==> src/rtl/pmt_pkg.sv <==
package pmt_pkg;
  localparam int ADDR_W = 5;

  localparam logic [ADDR_W-1:0] A_RUN   = 5'h00;
  localparam logic [ADDR_W-1:0] A_CHEN  = 5'h01;
  localparam logic [ADDR_W-1:0] A_TBSEL = 5'h02;
  localparam logic [ADDR_W-1:0] A_FORCE = 5'h03;
  localparam logic [ADDR_W-1:0] A_FLAG  = 5'h04;
  localparam logic [ADDR_W-1:0] A_IEN   = 5'h05;
  localparam logic [ADDR_W-1:0] A_PRE_A = 5'h06;
  localparam logic [ADDR_W-1:0] A_PRE_B = 5'h07;
  localparam logic [ADDR_W-1:0] A_LOAD0 = 5'h08;
  localparam logic [ADDR_W-1:0] A_CNT0  = 5'h10;

  localparam int NUM_TB = 2;
endpackage

==> src/rtl/pmt_prescaler.sv <==
module pmt_prescaler #(
  parameter int PW = 8
) (
  input  logic          clk,
  input  logic          rst_n,
  input  logic          en_i,
  input  logic [PW-1:0] reload_i,
  output logic          tick_o
);
  logic [PW-1:0] pcnt_q, pcnt_d;

  always_comb begin
    if (!en_i || pcnt_q == '0) pcnt_d = reload_i;
    else                       pcnt_d = pcnt_q - 1'b1;
  end

  always_ff @(posedge clk or negedge rst_n) begin
    if (!rst_n) pcnt_q <= '0;
    else        pcnt_q <= pcnt_d;
  end

  assign tick_o = en_i & (pcnt_q == '0);

  // while stopped the prescaler rests at its prescale value
  p_rest_at_reload_r8: assert property (@(posedge clk) disable iff (!rst_n)
    !en_i |=> (pcnt_q == $past(reload_i)));

  // between ticks the count steps down by one
  p_step_down_r3: assert property (@(posedge clk) disable iff (!rst_n)
    (en_i && pcnt_q != '0) |=> (!en_i || pcnt_q == $past(pcnt_q) - 1'b1));
endmodule

==> src/rtl/pmt_channel.sv <==
module pmt_channel #(
  parameter int CW = 16
) (
  input  logic          clk,
  input  logic          rst_n,
  input  logic          run_i,
  input  logic          kill_i,
  input  logic          tick_i,
  input  logic          load_now_i,
  input  logic          clr_i,
  input  logic [CW-1:0] load_val_i,
  output logic [CW-1:0] cnt_o,
  output logic          flag_o
);
  logic [CW-1:0] cnt_q, cnt_d;
  logic          cnt_en;
  logic          flag_q, flag_d;
  logic          step, expire;

  assign step   = run_i & tick_i;
  assign expire = step & (cnt_q == '0);

  always_comb begin
    cnt_en = load_now_i | step;
    if (load_now_i || expire) cnt_d = load_val_i;
    else                      cnt_d = cnt_q - 1'b1;
  end

  always_comb begin
    if (kill_i)      flag_d = 1'b0;
    else if (expire) flag_d = 1'b1;
    else if (clr_i)  flag_d = 1'b0;
    else             flag_d = flag_q;
  end

  always_ff @(posedge clk or negedge rst_n) begin
    if (!rst_n) begin
      cnt_q  <= '0;
      flag_q <= 1'b0;
    end else begin
      if (cnt_en) cnt_q <= cnt_d;
      flag_q <= flag_d;
    end
  end

  assign cnt_o  = cnt_q;
  assign flag_o = flag_q;

  // a tick on a non-zero count steps it down by one
  p_dec_r2: assert property (@(posedge clk) disable iff (!rst_n)
    (step && cnt_q != '0 && !load_now_i) |=> (cnt_q == $past(cnt_q) - 1'b1));

  // a tick at zero reloads and raises the flag
  p_reload_r2: assert property (@(posedge clk) disable iff (!rst_n)
    (step && cnt_q == '0 && !kill_i) |=> (cnt_q == $past(load_val_i) && flag_o));

  // a stopped channel holds its count
  p_hold_r7: assert property (@(posedge clk) disable iff (!rst_n)
    (!run_i && !load_now_i) |=> $stable(cnt_q));

  // disabling clears the flag at once
  p_kill_r7: assert property (@(posedge clk) disable iff (!rst_n)
    kill_i |=> !flag_o);

  // a clear with no coincident expiry drops the flag
  p_w1c_r6: assert property (@(posedge clk) disable iff (!rst_n)
    (clr_i && !expire) |=> !flag_o);
endmodule

==> src/rtl/multi_tick_timer.sv <==
module multi_tick_timer
  import pmt_pkg::*;
#(
  parameter int NCH = 8,
  parameter int CW  = 16,
  parameter int PW  = 8,
  parameter int DW  = 16
) (
  input  logic              clk,
  input  logic              rst_n,
  input  logic              bus_we,
  input  logic [ADDR_W-1:0] bus_addr,
  input  logic [DW-1:0]     bus_wdata,
  output logic [DW-1:0]     bus_rdata,
  output logic [NCH-1:0]    irq
);
  // NCH up to 8 fits the per-channel address windows; CW and PW up to DW.

  // reset: asynchronous assert, synchronous release
  logic [1:0] rsync_q;
  logic       rst_int_n;

  always_ff @(posedge clk or negedge rst_n) begin
    if (!rst_n) rsync_q <= 2'b00;
    else        rsync_q <= {rsync_q[0], 1'b1};
  end
  assign rst_int_n = rsync_q[1];

  // register state
  logic           run_q,   run_d;
  logic [NCH-1:0] chen_q,  chen_d;
  logic [NCH-1:0] tbsel_q, tbsel_d;
  logic [NCH-1:0] ien_q,   ien_d;
  logic [PW-1:0]  pre_q [NUM_TB];
  logic [PW-1:0]  pre_d [NUM_TB];
  logic [CW-1:0]  load_q [NCH];
  logic [CW-1:0]  load_d [NCH];
  logic           cfg_en;

  always_comb begin
    run_d   = run_q;
    chen_d  = chen_q;
    tbsel_d = tbsel_q;
    ien_d   = ien_q;
    for (int t = 0; t < NUM_TB; t++) pre_d[t] = pre_q[t];
    for (int i = 0; i < NCH; i++)    load_d[i] = load_q[i];
    if (bus_we) begin
      case (bus_addr)
        A_RUN:   run_d      = bus_wdata[0];
        A_CHEN:  chen_d     = bus_wdata[NCH-1:0];
        A_TBSEL: tbsel_d    = bus_wdata[NCH-1:0];
        A_IEN:   ien_d      = bus_wdata[NCH-1:0];
        A_PRE_A: pre_d[0]   = bus_wdata[PW-1:0];
        A_PRE_B: pre_d[1]   = bus_wdata[PW-1:0];
        default: begin
          for (int i = 0; i < NCH; i++)
            if (bus_addr == A_LOAD0 + ADDR_W'(i)) load_d[i] = bus_wdata[CW-1:0];
        end
      endcase
    end
  end

  assign cfg_en = bus_we;

  always_ff @(posedge clk or negedge rst_int_n) begin
    if (!rst_int_n) begin
      run_q   <= 1'b0;
      chen_q  <= '0;
      tbsel_q <= '0;
      ien_q   <= '0;
      for (int t = 0; t < NUM_TB; t++) pre_q[t] <= '0;
      for (int i = 0; i < NCH; i++)    load_q[i] <= '0;
    end else if (cfg_en) begin
      run_q   <= run_d;
      chen_q  <= chen_d;
      tbsel_q <= tbsel_d;
      ien_q   <= ien_d;
      for (int t = 0; t < NUM_TB; t++) pre_q[t] <= pre_d[t];
      for (int i = 0; i < NCH; i++)    load_q[i] <= load_d[i];
    end
  end

  // channel strobes
  logic [NCH-1:0] act_q, act_d, start, force_ld, clr, load_now, kill;

  assign act_q    = {NCH{run_q}} & chen_q;
  assign act_d    = {NCH{run_d}} & chen_d;
  assign start    = act_d & ~act_q;
  assign force_ld = (bus_we && bus_addr == A_FORCE) ? (bus_wdata[NCH-1:0] & act_q) : '0;
  assign clr      = (bus_we && bus_addr == A_FLAG)  ? bus_wdata[NCH-1:0] : '0;
  assign load_now = start | force_ld;
  assign kill     = ~act_d;

  // shared time bases
  logic [NUM_TB-1:0] tb_tick;

  for (genvar t = 0; t < NUM_TB; t++) begin : g_tb
    pmt_prescaler #(.PW(PW)) u_pre (
      .clk      (clk),
      .rst_n    (rst_int_n),
      .en_i     (run_q),
      .reload_i (pre_q[t]),
      .tick_o   (tb_tick[t])
    );
  end

  // channels
  logic [CW-1:0]  cnt [NCH];
  logic [NCH-1:0] flags;

  for (genvar i = 0; i < NCH; i++) begin : g_ch
    logic ch_tick;
    assign ch_tick = tbsel_q[i] ? tb_tick[1] : tb_tick[0];

    pmt_channel #(.CW(CW)) u_ch (
      .clk        (clk),
      .rst_n      (rst_int_n),
      .run_i      (act_q[i]),
      .kill_i     (kill[i]),
      .tick_i     (ch_tick),
      .load_now_i (load_now[i]),
      .clr_i      (clr[i]),
      .load_val_i (load_q[i]),
      .cnt_o      (cnt[i]),
      .flag_o     (flags[i])
    );
  end

  assign irq = flags & ien_q;

  // read path
  always_comb begin
    bus_rdata = '0;
    case (bus_addr)
      A_RUN:   bus_rdata[0]       = run_q;
      A_CHEN:  bus_rdata[NCH-1:0] = chen_q;
      A_TBSEL: bus_rdata[NCH-1:0] = tbsel_q;
      A_FLAG:  bus_rdata[NCH-1:0] = flags;
      A_IEN:   bus_rdata[NCH-1:0] = ien_q;
      A_PRE_A: bus_rdata[PW-1:0]  = pre_q[0];
      A_PRE_B: bus_rdata[PW-1:0]  = pre_q[1];
      default: begin
        for (int i = 0; i < NCH; i++) begin
          if (bus_addr == A_LOAD0 + ADDR_W'(i)) bus_rdata[CW-1:0] = load_q[i];
          if (bus_addr == A_CNT0  + ADDR_W'(i)) bus_rdata[CW-1:0] = cnt[i];
        end
      end
    endcase
  end

  // no flag survives on a channel that is not running
  p_flag_only_active_r8: assert property (@(posedge clk) disable iff (!rst_int_n)
    ((flags & ~act_q) == '0));

  // the force register never reads back a one
  p_force_reads_zero_r5: assert property (@(posedge clk) disable iff (!rst_int_n)
    (bus_addr == A_FORCE) |-> (bus_rdata == '0));

  // interrupts never rise on a channel whose flag is clear
  p_irq_needs_flag_r9: assert property (@(posedge clk) disable iff (!rst_int_n)
    ((irq & ~flags) == '0));
endmodule

==> config.mk <==
export PLATFORM = sky130hd
export DESIGN_NAME = multi_tick_timer
export DESIGN_NICKNAME = d
export VERILOG_FILES = /design/src/rtl/pmt_pkg.sv /design/src/rtl/pmt_prescaler.sv /design/src/rtl/pmt_channel.sv /design/src/rtl/multi_tick_timer.sv
export SDC_FILE = /design/constraint.sdc
export NUM_CORES = 1
export LEC_CHECK = 0
export ABC_AREA = 1
export BUFFER_PORTS_ARGS = -buffer_cell sky130_fd_sc_hd__buf_2
export CORE_AREA = 3 3 209 211
export CTS_CLUSTER_SIZE = 24
export DETAILED_ROUTE_END_ITERATION = 6
export DIE_AREA = 0 0 212 214
export PLACE_DENSITY = 0.66
export SYNTH_ARGS = -nofsm -noshare
export SYNTH_HDL_FRONTEND = slang
export SYNTH_SLANG_ARGS = --single-unit
==> constraint.sdc <==
create_clock -name clk -period 11.4 [get_ports clk]
set_clock_uncertainty 0.05 [all_clocks]
set_input_delay 0.57 -clock clk [delete_from_list [all_inputs] [get_ports clk]]
set_output_delay 0.57 -clock clk [all_outputs]
set_load 0.01 [all_outputs]
Word level (Yosys, flattened, before mapping)
Cells that the tools add are included.
{ "word_totals": {"regBits": 323, "latch_bits": 0, "ram_bits": 0, "mem_bits_ro": 0, "inputBits": 24, "output_inout_bits": 24, "wordCells": 214, "n_memories": 0} }
{ "op_classes": {"add_sub_neg": 10, "mul": 0, "n_div": 0, "order_cmp": 0, "eq_ne": 23, "shifts": 0, "n_mux": 67, "n_bitwise": 35, "n_reduce_logical": 46} }
{ "ops": {"columns": ["op", "n"], "rows": [
  ["two-way mux 16 bit", 24],
  ["logical NOT 16 bit", 8],
  ["subtractor 16 x 1 -> 16 bit, second input constant", 8],
  ["two-way mux 8 bit", 7],
  ["case mux 7 bit (7 select lines)", 1],
  ["AND 8 bit", 5],
  ["== test 5 x 4 -> 1 bit, second input constant", 8],
  ["== test 5 bit, second input constant", 8],
  ["two-way mux 1 bit", 34],
  ["AND reduction 3 bit", 8],
  ["nonzero test 3 bit", 8],
  ["== test 5 x 3 -> 1 bit, second input constant", 4],
  ["AND 1 bit", 18],
  ["logical NOT 8 bit", 2],
  ["inverter 8 bit", 2],
  ["subtractor 8 x 1 -> 8 bit, second input constant", 2],
  ["== test 5 x 2 -> 1 bit, second input constant", 2],
  ["logical OR 1 bit", 10],
  ["bitwise OR 1 bit", 8],
  ["bitwise OR 8 bit", 1],
  ["AND reduction 2 bit", 4],
  ["case mux 1 bit (7 select lines)", 1],
  ["OR reduction 7 bit", 1],
  ["OR reduction 6 bit", 1],
  ["5 further kinds", 6]
]} }

Longest topological paths before layout
{ "logic_depth": {"ltp_word": 18, "depth_mapped": 17, "ltp_nobuf": 15} }

Hierarchy
From an unflattened synthesis, not the netlist that was laid out.
{ "unflattened": {"hier_cells": 3146, "hier_area_um2": 21002.6} }
{ "modules_own_cells": {"columns": ["module", "instances", "cells_each", "area_each_um2", "seq_area_each_um2"], "rows": [
  ["pmt_channel", 8, 218, 1357.6, 425.4],
  ["multi_tick_timer", 1, 1264, 9146.3, 4279.1],
  ["pmt_prescaler", 2, 69, 498.0, 200.2]
]} }

Worst setup path after synthesis
Ideal clock, no wire load.
{ "synth_path": {"path_kind": "input port to output port", "from": "in bus_addr[0]", "to": "out bus_rdata[1]", "arrival_ps": 2258, "required_ps": 10780, "setup_slack_ps": 8522, "cell_stages": 13, "n_path_buf": 3, "cell_sequence": "clkbuf_2 -> nand2_1 -> nor2_1 -> buf_2 -> inv_1 -> nor2_2 -> inv_1 -> clkbuf_1 -> or2_2 -> nand2_1 -> nand3_1 -> nand2_1 -> nand4_1"} }
{ "synth_between": {"elab_chain_cells": 18, "elab_cells_between_ends": 40, "cone_classes": "22 x eq/ne; 17 x mux; 1 x reduce/logical"} }
{ "synth_rtl": {"columns": ["element", "line", "text"], "rows": [
  ["start, declared", "multi_tick_timer.sv:12", "input logic [ADDR_W-1:0] bus_addr,"],
  ["== test 5 x 4 -> 1 bit", "multi_tick_timer.sv:144", "if (bus_addr == A_LOAD0 + ADDR_W'(i)) bus_rdata[CW-1:0] = load_q[i];"],
  ["two-way mux 16 bit", "multi_tick_timer.sv:144", null],
  ["two-way mux 16 bit", "multi_tick_timer.sv:145", "if (bus_addr == A_CNT0 + ADDR_W'(i)) bus_rdata[CW-1:0] = cnt[i];"],
  ["two-way mux 16 bit", "multi_tick_timer.sv:144", null],
  ["two-way mux 16 bit", "multi_tick_timer.sv:145", null],
  ["two-way mux 16 bit", "multi_tick_timer.sv:144", null],
  ["two-way mux 16 bit", "multi_tick_timer.sv:145", null],
  ["two-way mux 16 bit", "multi_tick_timer.sv:144", null],
  ["[2 not listed]", null, null],
  ["two-way mux 16 bit", "multi_tick_timer.sv:145", null],
  ["two-way mux 16 bit", "multi_tick_timer.sv:144", null],
  ["two-way mux 16 bit", "multi_tick_timer.sv:145", null],
  ["two-way mux 16 bit", "multi_tick_timer.sv:144", null],
  ["two-way mux 16 bit", "multi_tick_timer.sv:145", null],
  ["two-way mux 16 bit", "multi_tick_timer.sv:144", null],
  ["two-way mux 16 bit", "multi_tick_timer.sv:145", null],
  ["case mux 7 bit (7 select lines) (*)", "multi_tick_timer.sv:134", "case (bus_addr)"],
  ["end, declared", "multi_tick_timer.sv:14", "output logic [DW-1:0] bus_rdata,"]
]} }
Mark *: on every way between the ends. The rest lies on a longest branch, timed or not.

Worst setup path in the final report
{ "layout_path": {"from": "in bus_addr[4]", "to": "out bus_rdata[6]"} }
Same word-level chain as after synthesis.

==> reports/qor.yml <==
status: "complete, but fails checks"
violations: "design-rule violations"
grt_pass1_wl_mm: 94.6
worstMarginPinSlew_ns: 1.39
first_iter_violations: 1960
syn2layout_area_growth_pct: 10.1
cellPowerDensity_nw_per_um2: 226
post_cts_resized: 0
timing.max_cap.violations: 0
clockBufferDepth: 3
cp-end-kind: "output port"
io_pins: 48
r2r_cells: 10
via_per_inst: 5.65
path_buf_inv: 3
crit_chain: "buf_2, inv_1, nand3_1, nor2_1, nand2_1, nand4_1, nand2_1, nand3_1, nand2_1, nand4_1, nand2_1, nand4_1, buf_2"
relSlewSlack: 0.0707
min_to: "chen_q[6]"
grt_pass1_vias: 16568
holdPathStages: 3
period_share: 0.390
max_freq_mhz: 225
cts_buffers: 39
drtAntennaViolNets: 0
finalSetupViolations: 0
cts_sinks: 323
gp_congestion: 0.910
synth_edf_count: 0
slowest_stage: "nor2_1"
grt-ovfl-total: 0
slew_violations: 0
stdcell_count: 3169
initial_utilization: 0.447
finalHoldViolCount: 0
fillers: 4096
grt_max_degree: 82
hp-start: "bus_wdata[6]"
routed_wl_mm: 60.6
clkSlewWorstSetupHoldPaths_ns: 0.06
cp_data_required_time_ns: 10.78
slowest_delay_ns: 1.12
die-area_sq_um: 45400
nets: 2639
antenna_found_initial: 0
ys_async_sr_fraction: 1.00
dpl_cell_area_sq_um: 19400
crit_type: "in2out"
worstHoldPathType: "in2reg"
crit_top_cell: "nand2_1"
register_area_sq_um: 8090
io_buffers: 47
vdd_drop_max_uv: 108
die_w_um: 212
wl_per_cell_um: 19.1
syn_nets: 2641
cts-root-buf: "clkbuf_16"
final_layout_size_suffix_gt1_frac: 0.0608
rows: 75
rsz0062_at_grt: "false"
fin_tns_setup_ns: 0
vias: 17895
cts_setup_buffers: 0
ctsHtreeMaxLevel: 2
cp.arrival_ns: 3.82
r2r_end: "g_ch[3].u_ch.cnt_o[0]"
yosysSeqAreaShare: 0.431
drtPass1Iterations: 7
r2r_slack_ns: 7.47
grt_use_total: 0.263
antenna-diode-count: 0
ys_warn_count: 0
ys.flop_type: "dfrtp_1"
period_needed_ns: 4.44
crit_family: "simple AND/OR/NAND/NOR gates"
netlist_instances: 2605
coreArea_sq_um: 41900
syn_area_per_cell_sq_um: 7.21
die_h_um: 214
drc_errors: 2
timing.rr.start: "run_q"
cp-start-kind: "input port"
design_area_sq_um: 20700
path_depth: 13
crit_fanout: 22
clk_latency_ns: 0.55
synth_cell_type_count: 50
hpwl_mm: 43.0
fin_util: 0.493
ys_seq_elements: 323
p_leak_nw: 9.65
multi_input_area_sq_um: 9070
cts_tree: "built"
placed_cells: 3100
netlist_area_sq_um: 18800
cell families (layout without fill, tap and decap cells):
kind of cell	after synthesis	count (layout)	synth area share
buf+inv	418	443	0.0863
flops	323	323	0.431
mux	1	1	0.000600
fa+ha+maj	12	12	0.00800
other cells	1	1	0.000200
compound gates	570	570	0.168
xor+xnor	96	96	0.0448
simple gates	1184	1184	0.262
synthesized netlist by cell type, types with 3 or more instances:
cell | instances | area (sq um)
a22o_1 | 9 | 78.8
nor3_1 | 34 | 170
xnor2_1 | 18 | 158
dfrtp_1 | 323 | 8080
buf_4 | 5 | 37.5
nor4_1 | 4 | 25.0
a21oi_1 | 61 | 305
a31oi_1 | 6 | 37.5
inv_2 | 6 | 22.5
ha_1 | 12 | 150
and2_1 | 4 | 25.0
or2_2 | 10 | 62.6
nand2_1 | 750 | 2820
inv_1 | 301 | 1130
o22ai_1 | 13 | 81.3
o21ai_1 | 7 | 35.0
o211ai_1 | 41 | 308
o21ai_0 | 398 | 1990
clkinv_1 | 6 | 22.5
buf_2 | 19 | 95.1
nor2_1 | 197 | 739
nand2_2 | 5 | 31.3
nand4_1 | 92 | 576
nand3_1 | 78 | 390
xor2_1 | 78 | 683
o2111ai_1 | 8 | 70.1
nor2_2 | 3 | 18.8
o31ai_1 | 10 | 75.1
clkbuf_1 | 77 | 289
o21ai_2 | 4 | 35.0
a2111oi_0 | 3 | 26.3
layer usage:
| metal | up-vias | wire (um) | track usage |
|---|---|---|---|
| met5 | - | 0 | 0 |
| met4 | 0 | 1820 | 0.0810 |
| met3 | 112 | 5240 | 0.0419 |
| met2 | 745 | 27200 | 0.410 |
| met1 | 8553 | 26300 | 0.378 |
| li1 | 8485 | - | - |
worst max path at each step:
stage | endpoint | start | slack (ns)
after floorplan | chen_q[0] | rsync_q[1] | 1.68
after global placement | bus_rdata[6] | bus_addr[4] | 7.20
after detailed placement | bus_rdata[6] | bus_addr[4] | 7.15
after CTS | bus_rdata[6] | bus_addr[4] | 7.13
after global routing | bus_rdata[6] | bus_addr[4] | 6.81
final | bus_rdata[6] | bus_addr[4] | 6.96
layout make-up:
| cell class | instances | area share |
|---|---|---|
| well taps | 539 | 0.0326 |
| inverters | 313 | 0.0569 |
| clock buffers | 57 | 0.0574 |
| flip-flops and latches | 323 | 0.391 |
| repair buffers | 62 | 0.0170 |
| clock inverters | 11 | 0.00551 |
| multi-input cells | 1864 | 0.439 |
placed cells by master (no fill, tap or decap), drive strengths merged, types with 4 or more instances in the layout:
cell type / count
ha: 12
nor2: 201
dfrtp: 323
buf: 61
a22o: 9
and2: 4
o31ai: 10
xor2: 78
nand3: 78
o211ai: 41
inv: 308
nor4: 4
clkbuf: 57
o22ai: 13
o21ai: 410
nor3: 35
nand2: 755
o2111ai: 8
clkinv: 12
or2: 10
a31oi: 6
xnor2: 18
a2111oi: 4
a21oi: 61
nand4: 92
worst register-to-register path, delay by kind of cell, from the launching register on:
family / cells / cell delay [ns]
AND/OR/NAND/NOR: 4 / 1.79
buffers and inverters: 3 / 0.87
flip-flops: 1 / 0.68
AO/OA/AOI/OAI: 3 / 0.43
stage by stage:
stage	worst slack (ns)	power (mW)	hold slack [ns]
detailed placement	7.15	3.39	0.295
global route	6.81	5.02	0.284
finish	6.96	4.68	0.269
CTS	7.13	4.67	0.245
global placement	7.20	3.34	0.285
floorplan	1.68	2.97	0.224
registers in the layout, summed over array words and instances (netlist names):
| name | count |
|---|---|
| g_ch.u_ch.cnt_o | 128 |
| load_q | 128 |
| g_tb.u_pre.pcnt_q | 16 |
| pre_q | 16 |
| chen_q | 8 |
| g_ch.u_ch.flag_o | 8 |
| ien_q | 8 |
| tbsel_q | 8 |
| rsync_q | 2 |
| run_q | 1 |
where the power goes:
part / internal [mW] / switching [mW] / leakage (nW)
registers: 1.50 / 0.346 / 4.13
logic: 0.549 / 1.02 / 4.87
clock network: 0.765 / 0.505 / 0.641
timing repair:
item / in CTS / in global routing
setup endpoints to repair: 0 / 0
endpoints found under the hold margin: 2 / 0
hold buffers: 1 / 0
Note: power is estimated with default switching activity, not from simulation.
